[config.mk]
export PLATFORM = sky130hd
export DESIGN_NAME = victim_store
export DESIGN_NICKNAME = d
export VERILOG_FILES = /design/src/rtl/vc_pkg.sv /design/src/rtl/vc_lru.sv /design/src/rtl/vc_datapath.sv /design/src/rtl/vc_ctrl.sv /design/src/rtl/victim_store.sv
export SDC_FILE = /design/constraint.sdc
export NUM_CORES = 2
export LEC_CHECK = 0
export BUFFER_PORTS_ARGS = -buffer_cell sky130_fd_sc_hd__buf_2
export CORE_MARGIN = 3
export CORE_UTILIZATION = 45
export DETAILED_ROUTE_END_ITERATION = 10
export GPL_ROUTABILITY_DRIVEN = 0
export GPL_TIMING_DRIVEN = 0
export PLACE_DENSITY = 0.66
export REMOVE_ABC_BUFFERS = 1
export SYNTH_ARGS = -nofsm -noshare
export SYNTH_HDL_FRONTEND = slang
export SYNTH_HIERARCHICAL = 1
export SYNTH_SLANG_ARGS = --single-unit
[constraint.sdc]
create_clock -name clk -period 4.4 [get_ports clk]
set_input_delay 0.22 -clock clk [delete_from_list [all_inputs] [get_ports clk]]
set_output_delay 0.22 -clock clk [all_outputs]
set_load 0.05 [all_outputs]
[src/rtl/vc_pkg.sv]
package vc_pkg;
  // strobes from control to datapath, at most one action per class per cycle
  typedef struct packed {
    logic swapKeep;   // hit: replace matched entry with the displaced line, make MRU
    logic swapFree;   // hit: empty the matched entry, move it to LRU end
    logic capture;    // double miss: latch displaced line and miss address
    logic insVictim;  // refill: store the latched displaced line
    logic insRefill;  // refill after parity miss: store the refill line
  } vcCtl_t;
endpackage

[src/rtl/vc_lru.sv]
module vc_lru #(
  parameter int NUM_ENTRIES = 4,
  parameter int IW = 2
) (
  input  logic          clk,
  input  logic          rst_n,
  input  logic          touchEn,
  input  logic          retireEn,
  input  logic [IW-1:0] idxIn,
  output logic [IW-1:0] lruIdx
);
  // ord[0] is the most recently used entry index, ord[N-1] the least
  logic [NUM_ENTRIES-1:0][IW-1:0] ord, nxt;
  logic [IW-1:0] pos;

  always_comb begin
    pos = '0;
    for (int k = 0; k < NUM_ENTRIES; k++)
      if (ord[k] == idxIn) pos = IW'(k);
  end

  for (genvar k = 0; k < NUM_ENTRIES; k++) begin : g_pos
    logic [IW-1:0] fromPrev, fromNext;
    if (k == 0) begin : g_head
      assign fromPrev = idxIn;
    end else begin : g_mid
      assign fromPrev = ord[k-1];
    end
    if (k == NUM_ENTRIES - 1) begin : g_tail
      assign fromNext = idxIn;
    end else begin : g_body
      assign fromNext = ord[k+1];
    end
    always_comb begin
      nxt[k] = ord[k];
      if (touchEn && (IW'(k) <= pos))       nxt[k] = fromPrev;
      else if (retireEn && (IW'(k) >= pos)) nxt[k] = fromNext;
    end
  end

  always_ff @(posedge clk) begin
    if (!rst_n) begin
      for (int k = 0; k < NUM_ENTRIES; k++) ord[k] <= IW'(k);
    end else begin
      ord <= nxt;
    end
  end

  assign lruIdx = ord[NUM_ENTRIES-1];

  logic [(1<<IW)-1:0] seen;
  always_comb begin
    seen = '0;
    for (int k = 0; k < NUM_ENTRIES; k++) seen[ord[k]] = 1'b1;
  end


  order_perm_chk: assert property (@(posedge clk) disable iff (!rst_n)
    $countones(seen) == NUM_ENTRIES);
endmodule

[src/rtl/vc_datapath.sv]
module vc_datapath
  import vc_pkg::*;
#(
  parameter int NUM_ENTRIES = 4,
  parameter int ADDR_W = 28,
  parameter int LINE_W = 64
) (
  input  logic              clk,
  input  logic              rst_n,
  input  vcCtl_t            ctl,
  input  logic [ADDR_W-1:0] probeAddr,
  input  logic [ADDR_W-1:0] evictAddr,
  input  logic [LINE_W-1:0] evictLine,
  input  logic [LINE_W-1:0] refillLine,
  output logic              anyHit,
  output logic [LINE_W-1:0] hitLine,
  output logic              fillValid,
  output logic [ADDR_W-1:0] fillAddr,
  output logic [LINE_W-1:0] fillLine,
  output logic [ADDR_W-1:0] missAddr
);
  localparam int IW = (NUM_ENTRIES > 1) ? $clog2(NUM_ENTRIES) : 1;

  logic [NUM_ENTRIES-1:0]             valid;
  logic [NUM_ENTRIES-1:0][ADDR_W-1:0] tags;
  logic [NUM_ENTRIES-1:0][LINE_W-1:0] lines;
  logic [NUM_ENTRIES-1:0]             hitVec;
  logic [IW-1:0]                      hitIdx, lruIdx, lruSel;
  logic [ADDR_W-1:0]                  pendAddr;
  logic [LINE_W-1:0]                  pendLine;
  logic                               insert;
  logic [ADDR_W-1:0]                  insAddr;
  logic [LINE_W-1:0]                  insLine;

  // one comparator per entry
  for (genvar e = 0; e < NUM_ENTRIES; e++) begin : g_cmp
    assign hitVec[e] = valid[e] && (tags[e] == probeAddr);
  end

  always_comb begin
    hitIdx = '0;
    for (int e = 0; e < NUM_ENTRIES; e++)
      if (hitVec[e]) hitIdx = IW'(e);
  end

  assign anyHit  = |hitVec;
  assign hitLine = anyHit ? lines[hitIdx] : '0;

  assign insert  = ctl.insVictim | ctl.insRefill;
  assign insAddr = ctl.insRefill ? missAddr : pendAddr;
  assign insLine = ctl.insRefill ? refillLine : pendLine;
  assign lruSel  = insert ? lruIdx : hitIdx;

  vc_lru #(.NUM_ENTRIES(NUM_ENTRIES), .IW(IW)) u_lru (
    .clk      (clk),
    .rst_n    (rst_n),
    .touchEn  (ctl.swapKeep | insert),
    .retireEn (ctl.swapFree),
    .idxIn    (lruSel),
    .lruIdx   (lruIdx)
  );

  always_ff @(posedge clk) begin
    if (!rst_n) begin
      valid     <= '0;
      tags      <= '0;
      lines     <= '0;
      fillValid <= 1'b0;
      fillAddr  <= '0;
      fillLine  <= '0;
      pendAddr  <= '0;
      pendLine  <= '0;
      missAddr  <= '0;
    end else begin
      fillValid <= ctl.swapKeep | ctl.swapFree;
      if (ctl.swapKeep | ctl.swapFree) begin
        fillAddr <= probeAddr;
        fillLine <= lines[hitIdx];
      end
      if (ctl.swapKeep) begin
        tags[hitIdx]  <= evictAddr;
        lines[hitIdx] <= evictLine;
      end
      if (ctl.swapFree) valid[hitIdx] <= 1'b0;
      if (ctl.capture) begin
        pendAddr <= evictAddr;
        pendLine <= evictLine;
        missAddr <= probeAddr;
      end
      if (insert) begin
        valid[lruIdx] <= 1'b1;
        tags[lruIdx]  <= insAddr;
        lines[lruIdx] <= insLine;
      end
    end
  end


  single_match_chk: assert property (@(posedge clk) disable iff (!rst_n)
    $onehot0(hitVec));


  fill_follows_hit_chk: assert property (@(posedge clk) disable iff (!rst_n)
    (ctl.swapKeep | ctl.swapFree) |=> fillValid);


  refill_stored_chk: assert property (@(posedge clk) disable iff (!rst_n)
    ctl.insRefill |=> (lines[$past(lruIdx)] == $past(refillLine)) && valid[$past(lruIdx)]);
endmodule

[src/rtl/vc_ctrl.sv]
module vc_ctrl
  import vc_pkg::*;
(
  input  logic   clk,
  input  logic   rst_n,
  input  logic   probeValid,
  input  logic   cacheMiss,
  input  logic   parityErr,
  input  logic   evictValid,
  input  logic   anyHit,
  input  logic   refillValid,
  output vcCtl_t ctl,
  output logic   reqValid
);
  typedef enum logic {ST_IDLE, ST_WAIT} vcState_t;
  vcState_t state;
  logic pendPar, pendKeep, miss, refillNow;

  assign miss      = probeValid && cacheMiss && (state == ST_IDLE);
  assign refillNow = (state == ST_WAIT) && refillValid;

  always_comb begin
    ctl           = '0;
    ctl.swapKeep  = miss && anyHit && evictValid && !parityErr;
    ctl.swapFree  = miss && anyHit && !(evictValid && !parityErr);
    ctl.capture   = miss && !anyHit;
    ctl.insRefill = refillNow && pendPar;
    ctl.insVictim = refillNow && !pendPar && pendKeep;
  end

  always_ff @(posedge clk) begin
    if (!rst_n) begin
      state    <= ST_IDLE;
      pendPar  <= 1'b0;
      pendKeep <= 1'b0;
      reqValid <= 1'b0;
    end else begin
      reqValid <= ctl.capture;
      if (ctl.capture) begin
        state    <= ST_WAIT;
        pendPar  <= parityErr;
        pendKeep <= evictValid && !parityErr;
      end else if (refillNow) begin
        state <= ST_IDLE;
      end
    end
  end


  req_pulse_chk: assert property (@(posedge clk) disable iff (!rst_n)
    ctl.capture |=> reqValid ##1 !reqValid);


  wait_quiet_chk: assert property (@(posedge clk) disable iff (!rst_n)
    (state == ST_WAIT) |-> !(ctl.swapKeep || ctl.swapFree || ctl.capture));
endmodule

[src/rtl/victim_store.sv]
module victim_store
  import vc_pkg::*;
#(
  parameter int NUM_ENTRIES = 4,
  parameter int ADDR_W = 28,
  parameter int LINE_W = 64
) (
  input  logic              clk,
  input  logic              rst_n,
  input  logic              probeValid,
  input  logic [ADDR_W-1:0] probeAddr,
  input  logic              cacheMiss,
  input  logic              parityErr,
  input  logic              evictValid,
  input  logic [ADDR_W-1:0] evictAddr,
  input  logic [LINE_W-1:0] evictLine,
  output logic              probeHit,
  output logic [LINE_W-1:0] probeLine,
  output logic              fillValid,
  output logic [ADDR_W-1:0] fillAddr,
  output logic [LINE_W-1:0] fillLine,
  output logic              reqValid,
  output logic [ADDR_W-1:0] reqAddr,
  input  logic              refillValid,
  input  logic [LINE_W-1:0] refillLine
);
  vcCtl_t            ctl;
  logic              anyHit;
  logic [LINE_W-1:0] hitLine;

  vc_ctrl u_ctrl (
    .clk         (clk),
    .rst_n       (rst_n),
    .probeValid  (probeValid),
    .cacheMiss   (cacheMiss),
    .parityErr   (parityErr),
    .evictValid  (evictValid),
    .anyHit      (anyHit),
    .refillValid (refillValid),
    .ctl         (ctl),
    .reqValid    (reqValid)
  );

  vc_datapath #(.NUM_ENTRIES(NUM_ENTRIES), .ADDR_W(ADDR_W), .LINE_W(LINE_W)) u_dp (
    .clk        (clk),
    .rst_n      (rst_n),
    .ctl        (ctl),
    .probeAddr  (probeAddr),
    .evictAddr  (evictAddr),
    .evictLine  (evictLine),
    .refillLine (refillLine),
    .anyHit     (anyHit),
    .hitLine    (hitLine),
    .fillValid  (fillValid),
    .fillAddr   (fillAddr),
    .fillLine   (fillLine),
    .missAddr   (reqAddr)
  );

  assign probeHit  = probeValid && anyHit;
  assign probeLine = probeHit ? hitLine : '0;
endmodule

# --- Word level (Yosys, flattened, before mapping) ---
# Index checks and enable logic that the tools add are counted.
word_totals:
  regBits: 597
  latch_bits: 0
  ram_bits: 0
  romBits: 0
  input_bits: 191
  out_inout_bits: 187
  wordCells: 134
  n_memories: 0
op_classes:
  add_sub_neg: 0
  mul: 0
  div: 0
  magnitude_cmp: 12
  eq_ne: 7
  shift: 0
  muxes: 48
  bitwise: 7
  reduce_logical: 37
op_table:
  columns: ["cell", "n"]
  rows:
  - ["256-bit 2-to-1 mux", 3]
  - ["256-bit bitwise mux", 2]
  - ["64-bit 2-to-1 mux", 6]
  - ["112-bit 2-to-1 mux", 3]
  - ["64-bit demux with 2-bit select", 2]
  - ["112-bit bitwise mux", 2]
  - ["64-bit binary-select mux with 2-bit select", 1]
  - ["28-bit demux with 2-bit select", 2]
  - ["28-bit equality test", 4]
  - ["28-bit 2-to-1 mux", 3]
  - ["1-bit logical AND", 27]
  - ["2-bit 2-to-1 mux", 13]
  - ["4-bit 2-to-1 mux", 3]
  - ["2-bit nonzero test", 5]
  - ["2-bit equality test", 3]
  - ["2-bit by 3-bit less-than comparator with 1-bit output, second input constant", 2]
  - ["1-bit 2-to-1 mux", 6]
  - ["4-bit bitwise AND", 1]
  - ["1-bit demux with 2-bit select", 2]
  - ["1-bit by 2-bit >= comparator with 1-bit output, first input constant", 2]
  - ["2-bit by 1-bit >= comparator with 1-bit output, second input constant", 2]
  - ["2-bit >= comparator, first input constant", 2]
  - ["1-bit by 2-bit <= comparator with 1-bit output, first input constant", 2]
  - ["2-bit <= comparator, first input constant", 2]
  - ["other kinds (6)", 11]

# --- Longest topological paths before layout ---
logic_depth:
  depth_word: 15
  mapped_depth: 20

# --- Modules after synthesis ---
# The synthesis kept the hierarchy.
modules_own_cells:
  columns: ["module", "n_inst", "cells_each", "area_each_um2"]
  rows:
  - ["vc_datapath", 1, 3520, 30167.7]
  - ["victim_store", 1, 79, 545.5]
  - ["vc_lru", 1, 54, 531.8]
  - ["vc_ctrl", 1, 21, 197.7]

# --- Worst setup path before layout ---
# OpenSTA, ideal clock, no wires.
synth_path:
  kind: "input to register"
  start: "input probeAddr[26]"
  end: "register u_dp.u_lru.ord (netlist bit u_dp/u_lru/lruIdx[0])"
  setup_time_ns: 0.126
  arrival_ns: 4.044
  required_time_ns: 4.274
  slack_ns: 0.230
  path_stages: 19
  path_buffers: 5
  cell_sequence: "clkbuf_1 > xor2_1 > or4_1 > nor4_4 > a22o_1 > nor3_1 > clkbuf_1 > buf_1 > inv_1 > nand4b_1 > nor3b_1 > clkbuf_1 > inv_1 > clkbuf_1 > nand2_1 > inv_2 > or3_1 > mux2i_1 > nand2_1"
synth_rtl:
  columns: ["item", "line", "source"]
  rows:
  - ["start: declaration", "victim_store.sv:11", "input logic [ADDR_W-1:0] probeAddr,"]
  - ["end signal: assignment", "vc_lru.sv:45", "ord <= nxt;"]
  - ["end: declaration", "vc_lru.sv:13", "logic [NUM_ENTRIES-1:0][IW-1:0] ord, nxt;"]

# --- Final worst setup path ---
layout_path:
  start: "input probeAddr[0]"
  end: "output probeLine[46]"
layout_via:
  elab_chain_len: 9
layout_lines:
  columns: ["item", "line", "source"]
  rows:
  - ["28-bit equality test", "vc_datapath.sv:37", "assign hitVec[e] = valid[e] && (tags[e] == probeAddr);"]
  - ["1-bit logical AND", "vc_datapath.sv:37", null]
  - ["1-bit 2-to-1 mux", "vc_datapath.sv:43", "if (hitVec[e]) hitIdx = IW'(e);"]
  - ["2-bit 2-to-1 mux (2 in a row)", "vc_datapath.sv:43", null]
  - ["64-bit binary-select mux with 2-bit select", "vc_datapath.sv:47", "assign hitLine = anyHit ? lines[hitIdx] : '0;"]
  - ["64-bit 2-to-1 mux (not written as such)", "vc_datapath.sv:47", null]
  - ["64-bit 2-to-1 mux (*)", "vc_datapath.sv:47", null]
  - ["via hitLine[46]", "victim_store.sv:29", "logic [LINE_W-1:0] hitLine;"]
  - ["64-bit 2-to-1 mux (*)", "victim_store.sv:61", "assign probeLine = probeHit ? hitLine : '0;"]
  - ["end: declaration", "victim_store.sv:18", "output logic [LINE_W-1:0] probeLine,"]
# The timed path passes the listed nets; every way through them passes the cells marked *. The select of a mux whose other input is x is not followed.

==> metrics <==
vias in the first global route 30.4k; # DRC 0; Core ar. 0.0689 mm2; first-pass iteration count of the detailed router 6; Most common cell on crit path buf_6; max frequency 228 MHz; Routed Antenna Nets 0; CTS tree done; Rows 96; Worst-Skew Late Latency 0.63 ns; Yosys cell types 65; final setup TNS 0 ns; sequential fraction of the synthesis area 0.380; Worst R2R Setup Slack 0.04 ns; Rel. slew slack 0.349; WL final 133000 um; crit path max fanout 18; Clock Skew 0.0290 ns; Sink Count 597; Bufs on Longest Clock Path 3; Final Hold Fails 0; mux cell area share after synthesis 0.133; share of cells above drive strength 1 0.239; initial antenna violation count 2; Min-Delay Path Class in2reg; clk root buf clkbuf_16; design area 0.0411 mm2; top cell type's share of synthesized area 0.380; RSZ-0062 raised after global routing yes; syn avg cell area 8.56 um2; placed insts 4678; combinational family with the most area after synthesis compound AO/OA/AOI/OAI gates; Worst EP arrival 4.16 ns; FILL cells 5959; Iter 0 DRT Violations 4010; Seq. cell area 0.0120 mm2; Worst R2R Path Depth 18; status finished clean; xor-xnor portion of the synthesized cell area 0.0333; Critical Path RT 4.18 ns; Final Critical Period 4.38 ns; post-layout util 0.596; hold path cells 3; WHS 0.0530 ns; CP Capture Type output pin; R2R Path End u_dp/lines[45]$_SDFF_PN0_; worst r2r src u_dp/tags[45]$_SDFF_PN0_; Worst Setup Start Kind input port; port bufs 377; Final period util 0.996; starting density of the core 0.456; clk slew on worst S/H paths 0.06 ns; GRT Util Overall 0.331; Ys Warns 6; Yosys top cell by area dfxtp_1; Crit Path Class in2out; hold_sp rst_n; placed instance area 0.0349 mm2; slowest CP cell or4_1; io pins 378; synth top area cells dfxtp_1 38%, mux2i_1 9.9%, o21ai_0 6.9%, a21oi_1 4.0%, clkbuf_1 4.0%; Non-Filler Instances 5049; Mapped Cells 3674; Lkg Pwr 16.4 nW; die width 270 um; Post-synth ARST share 0; worst slew pin tran 0.973 ns; DR WL/cell 26.3 um; number of enable flip-flop cells after synthesis 0; fin. max-slew vios 0; Die ar. 0.0731 mm2; post-synthesis compound-gate area fraction 0.234; total global routing overflow 0; via count 32.5k; area delta synth->final 30.7%; simple-gate share of the synthesized area 0.149; WHS Endpoint u_dp/fillLine[27]$_SDFFE_PN0P_; Final HPWL DP 71900 um; endpoints failing setup 0; Post-Syn Area 0.0314 mm2; CTS H-tree lvls 3; fin nets 4255; CP Cell Sequence dlygate4sd3_1, clkbuf_4, xor2_1, or4_1, nor4_4, buf_6, buf_6, buf_6, buf_6, buf_8, a2111oi_0, o31ai_1, a21oi_1, and3_1, buf_2; pwr/cell area 304 mW/mm2; via/cell ratio 6.43; global-route wire length before repair 191000 um; most common cell in the netlist dfxtp_1; top_reg_cell synth dfxtp_1; Die Height 270 um; Commonest cells post-synth 597 x dfxtp_1, 435 x o21ai_0, 332 x clkbuf_1; CTS buffer count 70; delay of the slowest critical-path stage 0.54 ns; largest net degree at the start of global routing 184; Synth Area in Adders 0; multi-input gate area in the final layout 0.0186 mm2; Max Cap Viol 0; FF+latch count, synth 597; Max VDD drop 0.276 mV
cell usage in the layout, fill, tap and decap left out, types with 64 or more instances in the layout:
master         synthesis  routed
nor2_1                99      96
nand3_1               68      66
clkbuf_16              0      79
a211oi_1              94      93
nand2_1               75      71
mux2i_1              312     310
dfxtp_1              597     591
xor2_1                91      66
or3_1                 66      64
inv_1                 72      69
o21ai_0              435     431
nor2b_1              123     123
buf_4                  4      95
o31ai_1              160     147
a21oi_1              251     250
nor4_1               118      88
mux2_2                94      94
nand4_1              105     105
dlygate4sd3_1          0     123
and3_1               130     129
a31oi_1              158     158
buf_2                 58     355
cells by family after synthesis:
family | Yosys count
AO/OA/AOI/OAI | 1216
XOR/XNOR | 118
buffers and inverters | 514
flip-flops | 597
multiplexers | 406
AND/OR/NAND/NOR | 823
how the worst max path moves through the flow:
stage	start	endpoint	slack, ns	cells past startpoint
finish	probeAddr[0]	probeLine[46]	0.02	15
global route	u_dp/tags[45]$_SDFF_PN0_	probeLine[17]	-0.04	18
CTS	u_dp/tags[28]$_SDFF_PN0_	probeLine[27]	-0.005	17
detailed placement	probeAddr[3]	u_dp/u_lru/lruIdx[1]$_SDFFE_PN1P_	-3.34	25
global placement	probeAddr[3]	u_dp/lines[27]$_SDFF_PN0_	-77.48	12
floorplan	u_dp/tags[34]$_SDFF_PN0_	u_ctrl/pendKeep$_SDFFE_PN0P_	-22.09	8
metrics by stage:
stage          setup slack (ns)  power, mW
5_1_grt                 -0.0410       12.8
3_5_place_dp              -3.34       6.41
4_1_cts                -0.00522       12.5
6_report                 0.0188       12.5
3_3_place_gp             -77.48       6.59
2_1_floorplan            -22.09       6.10
critical path: cells and delay by family:
kind / cells / cell delay, ns
xor+xnor: 1 / 0.23
buf+inv: 8 / 1.92
simple gates: 3 / 1.10
compound gates: 3 / 0.66
power by group:
| part | switching (mW) | internal [mW] | leakage (nW) | total, mW |
|---|---|---|---|---|
| combinational | 0.558 | 0.393 | 10.4 | 0.951 |
| sequential | 0.0373 | 5.47 | 4.83 | 5.51 |
| clock | 2.53 | 3.50 | 1.15 | 6.03 |
| total | 3.13 | 9.36 | 16.4 | 12.5 |
routing by layer:
| metal | vias up | track usage | wire length, um |
|---|---|---|---|
| met4 | 2 | 0.134 | 5510 |
| li1 | 14489 | - | - |
| met5 | - | 0 | 13 |
| met1 | 15672 | 0.446 | 54000 |
| met3 | 355 | 0.0633 | 13700 |
| met2 | 1964 | 0.522 | 59400 |
state kept, by name (all words and copies together) (netlist names):
register	cells
u_dp/pendLine	64
u_dp/valid	4
u_ctrl/pendPar	1
u_dp/fillAddr	28
u_dp/fillValid	1
u_dp/u_lru/g_pos.fromNext	4
u_dp/fillLine	64
u_dp/u_lru/lruIdx	2
u_dp/pendAddr	28
u_ctrl/pendKeep	1
u_ctrl/state	1
u_dp/tags	112
u_dp/u_lru/g_pos.fromPrev	2
u_dp/missAddr	28
u_ctrl/reqValid	1
u_dp/lines	256
area by class of cell:
| type | instances | area share |
|---|---|---|
| inverters | 73 | 0.00761 |
| repair buffers | 742 | 0.163 |
| diodes | 3 | 0.000183 |
| clock buffers | 93 | 0.0474 |
| repair inverters | 3 | 0.000639 |
| clock inverters | 30 | 0.00913 |
| flip-flops and latches | 597 | 0.291 |
| multi-input cells | 2577 | 0.452 |
| well taps | 931 | 0.0283 |
timing repair:
action / in CTS / in global routing
resized for setup: 110 / 155
hold buffers: 123 / 0
setup endpoints to repair: 662 / 501
hold endpoints to repair: 415 / 0
pin swaps: 29 / 62
gates cloned: 24 / 12
buffers inserted: 70 / 27
Power figures use the tool's default switching activity.
